## config.mk

```make
export PLATFORM = sky130hd
export DESIGN_NAME = evt_down_counter
export DESIGN_NICKNAME = d
export VERILOG_FILES = /design/src/rtl/evc_pkg.sv /design/src/rtl/evc_pin_sync.sv /design/src/rtl/evc_evt_sel.sv /design/src/rtl/evc_counter.sv /design/src/rtl/evt_down_counter.sv
export SDC_FILE = /design/constraint.sdc
export NUM_CORES = 1
export LEC_CHECK = 0
export BUFFER_PORTS_ARGS = -buffer_cell sky130_fd_sc_hd__buf_2
export CAP_MARGIN = 20
export CORE_MARGIN = 5
export CORE_UTILIZATION = 35
export CTS_CLUSTER_SIZE = 40
export DETAILED_ROUTE_END_ITERATION = 10
export PLACE_DENSITY = 0.65
export SKIP_CTS_REPAIR_TIMING = 1
export SLEW_MARGIN = 20
export SYNTH_ARGS = -nofsm -noshare
export SYNTH_HDL_FRONTEND = slang
export SYNTH_HIERARCHICAL = 1
export SYNTH_SLANG_ARGS = --single-unit
```

## constraint.sdc

```tcl
create_clock -name clk_i -period 2.15 [get_ports clk_i]
set_input_delay 0.43 -clock clk_i [delete_from_list [all_inputs] [get_ports clk_i]]
set_output_delay 0.43 -clock clk_i [all_outputs]
set_load 0.02 [all_outputs]
```

## src/rtl/evc_pkg.sv

```systemverilog
package evc_pkg;
  typedef enum logic [1:0] {
    EDGE_FALL = 2'b00,
    EDGE_RISE = 2'b01,
    EDGE_BOTH = 2'b10,
    EDGE_NONE = 2'b11
  } edge_sel_e;

  localparam logic [1:0] OPM_EVENT = 2'b01;

  typedef struct packed {
    logic [2:0] rsvd;
    logic       src_casc;
    edge_sel_e  edge_sel;
    logic [1:0] opm;
  } mode_t;
endpackage

```

## src/rtl/evc_pin_sync.sv

```systemverilog
module evc_pin_sync #(
  parameter int SYNC_STAGES = 2
) (
  input  logic clk_i,
  input  logic rst_ni,
  input  logic pin_i,
  output logic rise_o,
  output logic fall_o
);
  localparam int DW = SYNC_STAGES + 1;

  logic [DW-1:0] sh_q;

  always_ff @(posedge clk_i or negedge rst_ni) begin
    if (!rst_ni) sh_q <= '0;
    else         sh_q <= {sh_q[DW-2:0], pin_i};
  end

  // sh_q[DW-2] is the synchronised pin, sh_q[DW-1] its previous sample
  assign rise_o =  sh_q[DW-2] & ~sh_q[DW-1];
  assign fall_o = ~sh_q[DW-2] &  sh_q[DW-1];

  a_r9_one_edge: assert property (@(posedge clk_i) disable iff (!rst_ni)
    $onehot0({rise_o, fall_o}));
  a_r9_rise_single: assert property (@(posedge clk_i) disable iff (!rst_ni)
    rise_o |=> !rise_o);
  a_r9_fall_single: assert property (@(posedge clk_i) disable iff (!rst_ni)
    fall_o |=> !fall_o);
endmodule

```

## src/rtl/evc_evt_sel.sv

```systemverilog
module evc_evt_sel
  import evc_pkg::*;
(
  input  mode_t mode_i,
  input  logic  rise_i,
  input  logic  fall_i,
  input  logic  casc_i,
  output logic  evt_o
);
  logic pin_evt;

  always_comb begin
    unique case (mode_i.edge_sel)
      EDGE_FALL: pin_evt = fall_i;
      EDGE_RISE: pin_evt = rise_i;
      EDGE_BOTH: pin_evt = rise_i | fall_i;
      default:   pin_evt = 1'b0;
    endcase
  end

  assign evt_o = mode_i.src_casc ? casc_i : pin_evt;
endmodule

```

## src/rtl/evc_counter.sv

```systemverilog
module evc_counter #(
  parameter int W = 16
) (
  input  logic         clk_i,
  input  logic         rst_ni,
  input  logic         run_i,
  input  logic         en_i,
  input  logic         evt_i,
  input  logic         we_i,
  input  logic [W-1:0] wdata_i,
  output logic [W-1:0] cnt_o,
  output logic         uflow_o
);
  logic [W-1:0] cnt_q, rld_q;
  logic         seen_q, uf_q;
  logic         hit, direct;

  assign hit    = run_i & en_i & evt_i;
  // writes reach the counter until the first counted event after start
  assign direct = ~run_i | ~seen_q;

  always_ff @(posedge clk_i or negedge rst_ni) begin
    if (!rst_ni) begin
      cnt_q  <= '0;
      rld_q  <= '0;
      seen_q <= 1'b0;
      uf_q   <= 1'b0;
    end else begin
      uf_q <= 1'b0;
      if (!run_i)   seen_q <= 1'b0;
      else if (hit) seen_q <= 1'b1;
      if (we_i) rld_q <= wdata_i;
      if (we_i && direct) begin
        cnt_q <= wdata_i;
      end else if (hit) begin
        if (cnt_q == '0) begin
          cnt_q <= rld_q;
          uf_q  <= 1'b1;
        end else begin
          cnt_q <= cnt_q - 1'b1;
        end
      end
    end
  end

  assign cnt_o   = cnt_q;
  assign uflow_o = uf_q;

  a_r2_dec: assert property (@(posedge clk_i) disable iff (!rst_ni)
    (hit && !we_i && cnt_q != '0) |=> (cnt_q == $past(cnt_q) - 1'b1) && !uflow_o);
  a_r3_reload: assert property (@(posedge clk_i) disable iff (!rst_ni)
    (hit && !(we_i && direct) && cnt_q == '0) |=> uflow_o && cnt_q == $past(rld_q));
  a_r4_halt: assert property (@(posedge clk_i) disable iff (!rst_ni)
    (!run_i && !we_i) |=> $stable(cnt_q) && !uflow_o);
  a_r5_direct: assert property (@(posedge clk_i) disable iff (!rst_ni)
    (we_i && !run_i) |=> cnt_q == $past(wdata_i));
  a_r6_rld_only: assert property (@(posedge clk_i) disable iff (!rst_ni)
    (we_i && run_i && seen_q && !hit) |=> $stable(cnt_q) && rld_q == $past(wdata_i));
endmodule

```

## src/rtl/evt_down_counter.sv

```systemverilog
module evt_down_counter
  import evc_pkg::*;
#(
  parameter int CNT_W       = 16,
  parameter int SYNC_STAGES = 2
) (
  input  logic             clk_i,
  input  logic             rst_ni,
  input  logic             run_i,
  input  logic             val_we_i,
  input  logic [CNT_W-1:0] val_wdata_i,
  input  logic             mode_we_i,
  input  logic [7:0]       mode_wdata_i,
  input  logic             evt_pin_i,
  input  logic             cascade_i,
  output logic [CNT_W-1:0] count_o,
  output logic [7:0]       mode_o,
  output logic             uflow_o
);
  mode_t mode_q;
  logic  rise, fall, evt;

  always_ff @(posedge clk_i or negedge rst_ni) begin
    if (!rst_ni)        mode_q <= '0;
    else if (mode_we_i) mode_q <= mode_t'({3'b000, mode_wdata_i[4:0]});
  end

  assign mode_o = mode_q;

  evc_pin_sync #(.SYNC_STAGES(SYNC_STAGES)) u_sync (
    .clk_i  (clk_i),
    .rst_ni (rst_ni),
    .pin_i  (evt_pin_i),
    .rise_o (rise),
    .fall_o (fall)
  );

  evc_evt_sel u_sel (
    .mode_i (mode_q),
    .rise_i (rise),
    .fall_i (fall),
    .casc_i (cascade_i),
    .evt_o  (evt)
  );

  evc_counter #(.W(CNT_W)) u_cnt (
    .clk_i   (clk_i),
    .rst_ni  (rst_ni),
    .run_i   (run_i),
    .en_i    (mode_q.opm == OPM_EVENT),
    .evt_i   (evt),
    .we_i    (val_we_i),
    .wdata_i (val_wdata_i),
    .cnt_o   (count_o),
    .uflow_o (uflow_o)
  );

  a_r10_rsvd_zero: assert property (@(posedge clk_i) disable iff (!rst_ni)
    mode_o[7:5] == 3'b000);
  a_r8_casc_pin_ignored: assert property (@(posedge clk_i) disable iff (!rst_ni)
    (mode_q.src_casc && !cascade_i && !val_we_i) |=> $stable(count_o));
endmodule

```

==> summary.txt, run 1 <==
Place
  • Post-DP HPWL: between 3000 and 4000 µm
  • Port Buffer Count: 49
  • GP Congestion: 0.810

Pwr
  • Leakage: between 1 and 1.5 nW
  • Peak VDD IR: 425 µV
  • Pwr Density: roughly 730 nW/µm²

GRT
  • Global-route wire length before repair: about 8800 µm
  • M2 GR Usage: 0.227
  • Met1 Track Usage GR: 0.199
  • Vias in the first global route: 1831
  • Grt met3 use: 0.0267
  • Pin count of the biggest net entering global routing: 24
  • Grt peak-use layer: met2
  • Initial antenna violation count: 0
  • GRT Residual Overflow: 0
  • GRT Resource Usage Total: 0.143

Drt
  • WL per Instance: between 15 and 20 µm
  • DR DRC count: 0
  • 1st-pass router iterations: 4
  • Wirelength, routed: just over 5000 µm
  • Via count: ~1800
  • Vias per cell: 5.40
  • DRT antenna net count: 0
  • DRT iter0 DRCs: 92

Die
  • I/O pin cnt: between 50 and 60
  • Die X-Extent: 89.0 µm
  • Die ar.: 7920 µm²
  • CORE AREA: 5990 µm²
  • Row Count: 28
  • Initial Util: 0.365
  • Die H: ~90 µm

Run
  • Max-cap viol count: 0

Hold path
  • Worst min-delay path class: input pin to async pin

Timing
  • Worst-case clock skew: between 0.008 and 0.009 ns
  • Final Cycle Share: 0.911
  • Final TNS setup: 0 ns
  • Hold Fails Final Rpt: 0
  • WHS: 0.0833 ns
  • RSZ-0062 raised after global routing: no
  • Post-route minimum period: 1.96 ns
  • FMAX: around 500 MHz
  • Setup-failing EPs final: 0
  • Max Transition Viols Final: 0

Setup path
  • Crit end category: register
  • Reg-to-reg endpoint: u_cnt/cnt_o[5]$_DFFE_PN0P_
  • CP Data Arrival Time: 2.14 ns
  • R2R depth: 7
  • CP Class: register to register
  • Reg2reg start: u_sync/sh_q[2]$_DFF_PN0_
  • FF-to-FF setup slack: between 0.15 and 0.2 ns
  • Critical path fanouts, max: 7
  • Crit path launch type: register
  • CP required: 2.33 ns

Outcome
  • Outcome: finished, final reports clean

Logic synthesis
  • Synthesized instance count: between 150 and 200
  • Post-Syn Area: ~2200 µm²
  • EDFF count, synth: 0
  • Post-synthesis async set-or-reset flop share: 1.00
  • Sequential fraction of the synthesis area: 0.481
  • Flops & latches, synth: 42
  • Number of distinct library cells after synthesis: 41
  • Synthesized area per cell: between 10 and 15 µm²
  • Ys Warns: 6
  • Top_reg_cell synth: dfrtp_1

Layout
  • Post-layout util: 0.441
  • Layout net count: 285
  • P&R area growth vs syn: 20.9%
  • Inserted Diodes: 0
  • Fill cell count: about 600
  • Layout cells sized above 1: 0.387

Clock tree
  • Clock Tree Buf Depth: 2
  • Clock slew at reported path FFs: around 0.080 ns
  • Clock root cell: clkbuf_8
  • H-tree levels: 2
  • Clk_lat worst skew: ~0.30 ns
  • CTS tree: built
  • Num CTS Buffers: 5
  • Clk sink count: between 40 and 50
## logic make-up after synthesis
kind of cell             share of synthesized area
AO/OA/AOI/OAI                                0.180
AND/OR/NAND/NOR                              0.149
flip-flops                                   0.481
multiplexers                                 0.103
buffers and inverters                       0.0418
XOR/XNOR                                    0.0321
adder cells (fa/ha/maj)                     0.0115
other                                      0.00172
## power by group
group          internal (mW)  switching (mW)
combinational          0.195           0.228
clock                  0.228           0.285
sequential             0.870           0.111
total                   1.29           0.624
## cells in the mapped netlist, types with 2 or more instances
| library cell | instances | area, µm² |
|---|---|---|
| dfrtp_1 | 42 | 1050 |
| mux2_2 | 20 | 225 |
| o21ai_1 | 15 | 75.1 |
| a221o_1 | 12 | 120 |
| nand2_1 | 11 | 41.3 |
| nor2_1 | 11 | 41.3 |
| a21oi_1 | 6 | 30.0 |
| xor2_1 | 5 | 43.8 |
| a22oi_1 | 4 | 30.0 |
| buf_2 | 4 | 20.0 |
| nand3_1 | 4 | 20.0 |
| nor3_1 | 4 | 20.0 |
| o21ai_0 | 4 | 20.0 |
| a311oi_1 | 3 | 26.3 |
| a31oi_1 | 3 | 18.8 |
| buf_4 | 3 | 22.5 |
| clkbuf_1 | 3 | 11.3 |
| inv_1 | 3 | 11.3 |
| nand4_1 | 3 | 18.8 |
| nor2b_1 | 3 | 18.8 |
| nor3b_1 | 3 | 22.5 |
| nor4_4 | 3 | 63.8 |
| o31ai_1 | 3 | 22.5 |
| xnor2_1 | 3 | 26.3 |
| and3_1 | 2 | 12.5 |
| buf_6 | 2 | 22.5 |
| ha_1 | 2 | 25.0 |
| nor4_2 | 2 | 25.0 |
## routing by layer
| layer | wire length, µm | vias to the layer above |
|---|---|---|
| met4 | 56 | 0 |
| met1 | 2290 | 864 |
| li1 | - | 843 |
| met5 | 0 | - |
| met2 | 2480 | 58 |
| met3 | 291 | 5 |
## how the worst max path moves through the flow
stage,cells past startpoint,endpoint,startpoint
after CTS,8,u_cnt/cnt_o[7]$_DFFE_PN0P_,u_cnt/cnt_o[0]$_DFFE_PN0P_
final,7,u_cnt/cnt_o[5]$_DFFE_PN0P_,u_sync/sh_q[2]$_DFF_PN0_
after floorplan,7,u_cnt/cnt_o[9]$_DFFE_PN0P_,mode_o[3]$_DFFE_PN0P_
after global placement,7,u_cnt/cnt_o[5]$_DFFE_PN0P_,u_sync/sh_q[2]$_DFF_PN0_
after detailed placement,8,u_cnt/cnt_o[6]$_DFFE_PN0P_,u_cnt/cnt_o[0]$_DFFE_PN0P_
after global routing,8,u_cnt/cnt_o[8]$_DFFE_PN0P_,u_cnt/cnt_o[0]$_DFFE_PN0P_
## cell usage in the layout (no fill, tap or decap), types with 2 or more instances in the layout
cell      count
buf_2        49
dfrtp_1      42
mux2_2       20
o21ai_1      15
a221o_1      12
nand2_1      11
nor2_1       11
buf_4        10
a21oi_1       6
clkbuf_8      5
xor2_1        5
o21ai_0       4
nand3_1       4
nor3_1        4
a22oi_1       4
nor2b_1       3
conb_1        3
inv_1         3
nor4_4        3
nand4_1       3
o31ai_1       3
a31oi_1       3
a311oi_1      3
xnor2_1       3
and3_1        2
nor4_2        2
nor3b_1       2
ha_1          2
## final cells by class
| class | count | area [µm²] | share of cell area |
|---|---|---|---|
| Tap cell | 75 | 93.8 | 0.0355 |
| Sequential cell | 42 | 1050 | 0.398 |
| Inverter | 3 | 11.3 | 0.00426 |
| Multi-Input combinational cell | 140 | 1050 | 0.399 |
| Clock buffer | 5 | 68.8 | 0.0261 |
| Timing Repair Buffer | 60 | 340 | 0.129 |
| Clock inverter | 3 | 21.3 | 0.00805 |
## metrics by stage
step	worst slack, ns	std cells	power (mW)	instance area (µm²)
after global placement	0.238	320	1.41	2550
after floorplan	0.186	198	1.26	2190
after detailed placement	0.198	320	1.43	2550
final	0.191	328	1.92	2640
after CTS	0.162	328	1.95	2640
after global routing	0.00999	328	2.04	2640
## critical path, stage by stage, from the launching register on
cell	delay (ns)
dfrtp_1	0.39
and2b_2	0.20
nor3b_1	0.14
a221o_1	0.27
and3_1	0.22
nand2_1	0.26
nor3_1	0.10
a221o_1	0.26
## registers in the layout (all words and copies together) (netlist names)
| signal | flops |
|---|---|
| u_cnt/seen_q | 1 |
| u_sync/sh_q | 3 |
| u_cnt/cnt_o | 16 |
| u_cnt/uflow_o | 1 |
| mode_o | 5 |
| u_cnt/rld_q | 16 |
No activity file was read; power rests on OpenSTA's default activity.
==> inputs of run 2 (changes only) <==
clock period = 2.1 ns   (was 2.15 ns; I/O delays follow)
==> summary.txt, run 2 (synthesis results as in run 1) <==
Outcome
  • Outcome: finished, final reports clean (unchanged)

GRT
  • Initial antenna violation count: 0 (unchanged)
  • GRT Resource Usage Total: 0.142 (was 0.143)
  • Pin count of the biggest net entering global routing: 43 (was 24)
  • Global-route wire length before repair: 8810 µm (was 8800 µm)
  • Vias in the first global route: 1844 (was 1831)
  • GRT Residual Overflow: 0 (unchanged)

Setup path
  • Slowest Stage Delay on Critical Path: 0.46 ns (was 0.39 ns)
  • Crit end category: register (unchanged)
  • Crit-path slowest cell: dfrtp_1 (unchanged)
  • CP Buf/Inv Count: 0 (unchanged)
  • CP required: 2.27 ns (was 2.33 ns)
  • CP Data Arrival Time: 2.11 ns (was 2.14 ns)
  • FF-to-FF setup slack: 0.16 ns (was 0.19 ns)
  • Reg2reg start: u_cnt/cnt_o[8]$_DFFE_PN0P_ (was u_sync/sh_q[2]$_DFF_PN0_)
  • Crit path cell chain: nor4_4 > nand4b_1 > o31ai_1 > a31oi_1 > a221o_1 (was and2b_2 > nor3b_1 > a221o_1 > and3_1 > nand2_1 > nor3_1 > a221o_1)
  • Crit-path leading delay family: simple AND/OR/NAND/NOR gates (unchanged)
  • Crit path launch type: register (unchanged)
  • CP Class: register to register (unchanged)
  • Reg-to-reg endpoint: u_cnt/cnt_o[13]$_DFFE_PN0P_ (was u_cnt/cnt_o[5]$_DFFE_PN0P_)
  • R2R depth: 5 (was 7)
  • Critical path fanouts, max: 6 (was 7)

Timing
  • Final Cycle Share: 0.922 (was 0.911)
  • Max Transition Viols Final: 0 (unchanged)
  • Worst-case clock skew: 0.00432 ns (was 0.00850 ns)
  • Final worst slack: 0.164 ns (was 0.191 ns)
  • WHS: 0.197 ns (was 0.0833 ns)
  • Slew @ Worst Pin: about 0.53 ns
  • Setup-failing EPs final: 0 (unchanged)
  • Post-route minimum period: 1.94 ns (was 1.96 ns)
  • Final TNS setup: 0 ns (unchanged)
  • FMAX: 516 MHz (was 510 MHz)
  • Hold Fails Final Rpt: 0 (unchanged)
  • RSZ-0062 raised after global routing: no (unchanged)
  • Rel. slew slack: 0.646

Die
  • Die X-Extent: 89.0 µm (unchanged)
  • I/O pin cnt: 56 (unchanged)
  • CORE AREA: 5990 µm² (unchanged)
  • Die ar.: 7920 µm² (unchanged)
  • Initial Util: 0.365 (unchanged)
  • Row Count: 28 (unchanged)
  • Die H: 89.0 µm (unchanged)

Layout
  • Area of the multi-input gates: 1050 µm² (unchanged)
  • Commonest non-fill, non-tap cell in the layout: buf_2 (unchanged)
  • Layout cells sized above 1: 0.390 (was 0.387)
  • Post-route cell area: 2640 µm² (about the same)
  • Inserted Diodes: 0 (unchanged)
  • Post-layout util: 0.441 (about the same)
  • Commonest non-fill, non-tap cells in the layout: buf_2, dfrtp_1, mux2_2, o21ai_1, buf_4 (was buf_2, dfrtp_1, mux2_2, o21ai_1, a221o_1)
  • Layout net count: 288 (was 285)
  • P&R area growth vs syn: 21.0% (was 20.9%)
  • Fill cell count: 605 (was 604)
  • Register area: 1050 µm² (unchanged)
  • Non-filler cells, final: 329 (was 328)

Clock tree
  • Clock slew at reported path FFs: 0.07 ns (was 0.08 ns)
  • Clock Tree Buf Depth: 2 (unchanged)
  • Clock root cell: clkbuf_8 (unchanged)
  • Num CTS Buffers: 5 (unchanged)
  • Clk_lat worst skew: 0.29 ns (was 0.30 ns)
  • H-tree levels: 2 (unchanged)
  • CTS tree: built (unchanged)
  • Clk sink count: 42 (unchanged)

Pwr
  • Total power: 1.95 mW (was 1.92 mW)
  • Peak VDD IR: 401 µV (was 425 µV)
  • Leakage: 1.16 nW (was 1.15 nW)
  • Pwr Density: 739 nW/µm² (was 726 nW/µm²)

Drt
  • 1st-pass router iterations: 4 (unchanged)
  • Via count: 1764 (was 1770)
  • DR DRC count: 0 (unchanged)
  • DRT antenna net count: 0 (unchanged)
  • DRT iter0 DRCs: 96 (was 92)
  • Wirelength, routed: 5220 µm (was 5130 µm)
  • Vias per cell: 5.36 (was 5.40)
  • WL per Instance: 15.9 µm (was 15.6 µm)

Place
  • Port Buffer Count: 49 (unchanged)
  • Placed insts: 323 (was 320)
  • Placement Cell Area: 2560 µm² (was 2550 µm²)
  • GP Congestion: 0.816 (was 0.810)
  • Post-place setup slack: 0.209 ns (was 0.198 ns)
  • Post-DP HPWL: 3830 µm (was 3840 µm)

Run
  • Max-cap viol count: 0 (unchanged)

Hold path
  • Worst min-delay path class: input pin to async pin (unchanged)
==> run 2: cell count changes in the layout (fill, tap and decap cells not counted) <==
cell / previous run / this run
clkbuf_8: 5 / 6
clkinv_2: 1 / 0
clkinvlp_4: 1 / 0
clkinv_4: 1 / 0
buf_4: 10 / 14
buf_12: 1 / 0
==> run 2: power by group <==
group          switching (mW)  internal, mW  total (mW)
Clock                   0.252         0.254       0.506
Combinational           0.242         0.204       0.447
Sequential              0.110         0.892        1.00
==> run 2: worst max-delay path by stage <==
stage,cells after the start,startpoint,endpoint
detailed placement,8,u_cnt/cnt_o[1]$_DFFE_PN0P_,u_cnt/cnt_o[6]$_DFFE_PN0P_
global placement,5,u_cnt/cnt_o[8]$_DFFE_PN0P_,u_cnt/cnt_o[13]$_DFFE_PN0P_
finish,5,u_cnt/cnt_o[8]$_DFFE_PN0P_,u_cnt/cnt_o[13]$_DFFE_PN0P_
global route,6,u_cnt/cnt_o[11]$_DFFE_PN0P_,u_cnt/cnt_o[6]$_DFFE_PN0P_
CTS,8,u_cnt/cnt_o[1]$_DFFE_PN0P_,u_cnt/cnt_o[6]$_DFFE_PN0P_
floorplan,7,mode_o[3]$_DFFE_PN0P_,u_cnt/cnt_o[9]$_DFFE_PN0P_
==> run 2: final cells by class <==
type | count | share of cell area
multi-input combinational | 140 | 0.399
timing repair buffer | 63 | 0.133
sequential | 42 | 0.398
inverter | 3 | 0.00426
clock buffer | 6 | 0.0312
tap | 75 | 0.0355
==> run 2: metal layers <==
metal  GRT usage  vias to the layer above  part of all wire  routed length [µm]
met4      0.0338                        0            0.0080                  42
met1       0.193                      858              0.44                2280
met2       0.229                       53              0.49                2550
li1            -                      848                 -                   -
met3      0.0369                        5             0.068                 353
met5           0                        -                 0                   0
==> run 2: worst reg2reg max path: stages (launching register included) <==
cell      delay, ns
dfrtp_1        0.46
nor4_4         0.46
nand4b_1       0.24
o31ai_1        0.29
a31oi_1        0.12
a221o_1        0.26
==> inputs of run 3 (changes only) <==
CORE_ASPECT_RATIO = 0.7   (was default)
==> summary.txt, run 3 (synthesis results as in run 1) <==
Outcome
  • Outcome: finished, final reports clean (unchanged)

GRT
  • Pin count of the biggest net entering global routing: 31 (was 43)
  • GRT Residual Overflow: 0 (unchanged)
  • Vias in the first global route: 1783 (was 1844)
  • Initial antenna violation count: 0 (unchanged)
  • GRT Resource Usage Total: 0.134 (was 0.142)
  • Global-route wire length before repair: 8880 µm (was 8810 µm)

Timing
  • RSZ-0062 raised after global routing: no (unchanged)
  • Worst-case clock skew: 0.00751 ns (was 0.00432 ns)
  • Post-route minimum period: 1.96 ns (was 1.94 ns)
  • Rel. slew slack: 0.544 (was 0.646)
  • FMAX: 509 MHz (was 516 MHz)
  • Max Transition Viols Final: 0 (unchanged)
  • Final TNS setup: 0 ns (unchanged)
  • Final worst slack: 0.136 ns (was 0.164 ns)
  • Hold Fails Final Rpt: 0 (unchanged)
  • Setup-failing EPs final: 0 (unchanged)
  • Final Cycle Share: 0.935 (was 0.922)
  • Slew @ Worst Pin: 0.684 ns (was 0.531 ns)

Pwr
  • Leakage: 1.16 nW (about the same)
  • Peak VDD IR: 322 µV (was 401 µV)
  • Pwr Density: 747 nW/µm² (was 739 nW/µm²)

Clock tree
  • Clk sink count: 42 (unchanged)
  • Num CTS Buffers: 5 (unchanged)
  • H-tree levels: 2 (unchanged)
  • Clock slew at reported path FFs: 0.08 ns (was 0.07 ns)
  • CTS tree: built (unchanged)
  • Clock root cell: clkbuf_8 (unchanged)
  • Clk_lat worst skew: 0.29 ns (about the same)
  • Clock Tree Buf Depth: 2 (unchanged)

Setup path
  • Crit path launch type: register (unchanged)
  • Crit end category: register (unchanged)
  • Crit-path slowest cell: dfrtp_1 (unchanged)
  • Crit path cell chain: nor4_4 > nand4b_1 > o31ai_1 > a31oi_1 > a221o_1 (unchanged)
  • Slowest Stage Delay on Critical Path: 0.46 ns (about the same)
  • CP Data Arrival Time: 2.14 ns (was 2.11 ns)
  • CP required: 2.28 ns (was 2.27 ns)
  • Critical path fanouts, max: 6 (unchanged)
  • CP Class: register to register (unchanged)

Drt
  • 1st-pass router iterations: 4 (unchanged)
  • Wirelength, routed: 5210 µm (was 5220 µm)
  • DRT iter0 DRCs: 56 (was 96)
  • Routed wl met2: 2160 µm (was 2550 µm)
  • Vias per cell: 5.31 (was 5.36)
  • DRT antenna net count: 0 (unchanged)
  • Post-Route M1 WL: 2560 µm (was 2280 µm)
  • Met3 routed WL: 473 µm (was 353 µm)
  • Top sig layer: met4 (unchanged)
  • Via count: 1767 (was 1764)
  • WL per Instance: 15.6 µm (was 15.9 µm)
  • DR DRC count: 0 (unchanged)

Die
  • I/O pin cnt: 56 (unchanged)
  • CORE AREA: 6160 µm² (was 5990 µm²)
  • Die X-Extent: 104 µm (was 89.0 µm)
  • Die H: 76.1 µm (was 89.0 µm)
  • Die ar.: 7950 µm² (was 7920 µm²)
  • Initial Util: 0.355 (was 0.365)
  • Row Count: 24 (was 28)

Place
  • Post-place setup slack: 0.168 ns (was 0.209 ns)
  • GP Congestion: 0.752 (was 0.816)
  • Post-DP HPWL: 3960 µm (was 3830 µm)
  • Port Buffer Count: 49 (unchanged)

Layout
  • Commonest non-fill, non-tap cell in the layout: buf_2 (unchanged)
  • Layout net count: 287 (was 288)
  • Layout cells sized above 1: 0.388 (was 0.390)
  • Fill cell count: 627 (was 605)
  • Inserted Diodes: 0 (unchanged)
  • Commonest non-fill, non-tap cells in the layout: buf_2, dfrtp_1, mux2_2, o21ai_1 (was buf_2, dfrtp_1, mux2_2, o21ai_1, buf_4)
  • P&R area growth vs syn: 21.4% (was 21.0%)

Run
  • Max-cap viol count: 0 (unchanged)

Hold path
  • Worst min-delay path class: input pin to async pin (unchanged)
## run 3: cell types whose count changed in the layout (fill, tap and decap cells not counted)
cell	delta
clkinv_2	+1
buf_4	-2
buf_6	+1
clkinvlp_4	+1
nor3b_2	-1
nor3b_1	+1
## run 3: final timing paths
| kind | cells after the start | start | endpoint | slack (ns) |
|---|---|---|---|---|
| min in group clk_i | 1 | evt_pin_i | u_sync/sh_q[0]$_DFF_PN0_ | 0.23 |
| max in group asynchronous | 2 | rst_ni | u_cnt/rld_q[6]$_DFFE_PN0P_ | 1.34 |
| hold / removal | 1 | rst_ni | u_cnt/uflow_o$_DFF_PN0_ | 0.16 |
| setup reg to reg | 5 | u_cnt/cnt_o[8]$_DFFE_PN0P_ | u_cnt/cnt_o[13]$_DFFE_PN0P_ | 0.14 |
| setup / recovery | 5 | u_cnt/cnt_o[8]$_DFFE_PN0P_ | u_cnt/cnt_o[13]$_DFFE_PN0P_ | 0.14 |
| hold reg to reg | 0 | u_sync/sh_q[0]$_DFF_PN0_ | u_sync/sh_q[1]$_DFF_PN0_ | 0.35 |
## run 3: layout make-up
class | count | area (µm²) | share of cell area
Clock inverter | 2 | 12.5 | 0.00472
Timing Repair Buffer | 62 | 347 | 0.131
Sequential cell | 42 | 1050 | 0.396
Multi-Input combinational cell | 140 | 1050 | 0.396
Tap cell | 78 | 97.6 | 0.0368
Clock buffer | 6 | 82.6 | 0.0311
Inverter | 3 | 11.3 | 0.00425
## run 3: power by group
group	total, mW	switching, mW	internal (mW)	leakage (nW)
Sequential	1.00	0.111	0.891	0.503
Clock	0.542	0.278	0.264	0.0472
Combinational	0.435	0.237	0.198	0.605
## run 3: metal layers
layer,vias up,GRT usage
li1,848,-
met1,845,0.201
met2,72,0.190
met3,2,0.0423
met4,0,0.0233
met5,-,0
## run 3: through the flow
stage	power [mW]	utilization	area (µm²)	hold WS, ns	std cells
global placement	1.45	0.415	2550	0.332	325
detailed placement	1.46	0.415	2550	0.336	325
global route	2.10	0.431	2650	0.215	333
CTS	2.01	0.430	2650	0.191	333
floorplan	1.29	-	2190	0.124	198
finish	1.98	0.431	2650	0.165	333
## run 3: worst max-delay path, delay by kind of cell (launching register included)
family / cells / cell delay [ns]
and+or+nand+nor: 2 / 0.71
AOI/OAI and AO/OA: 3 / 0.69
DFF: 1 / 0.46
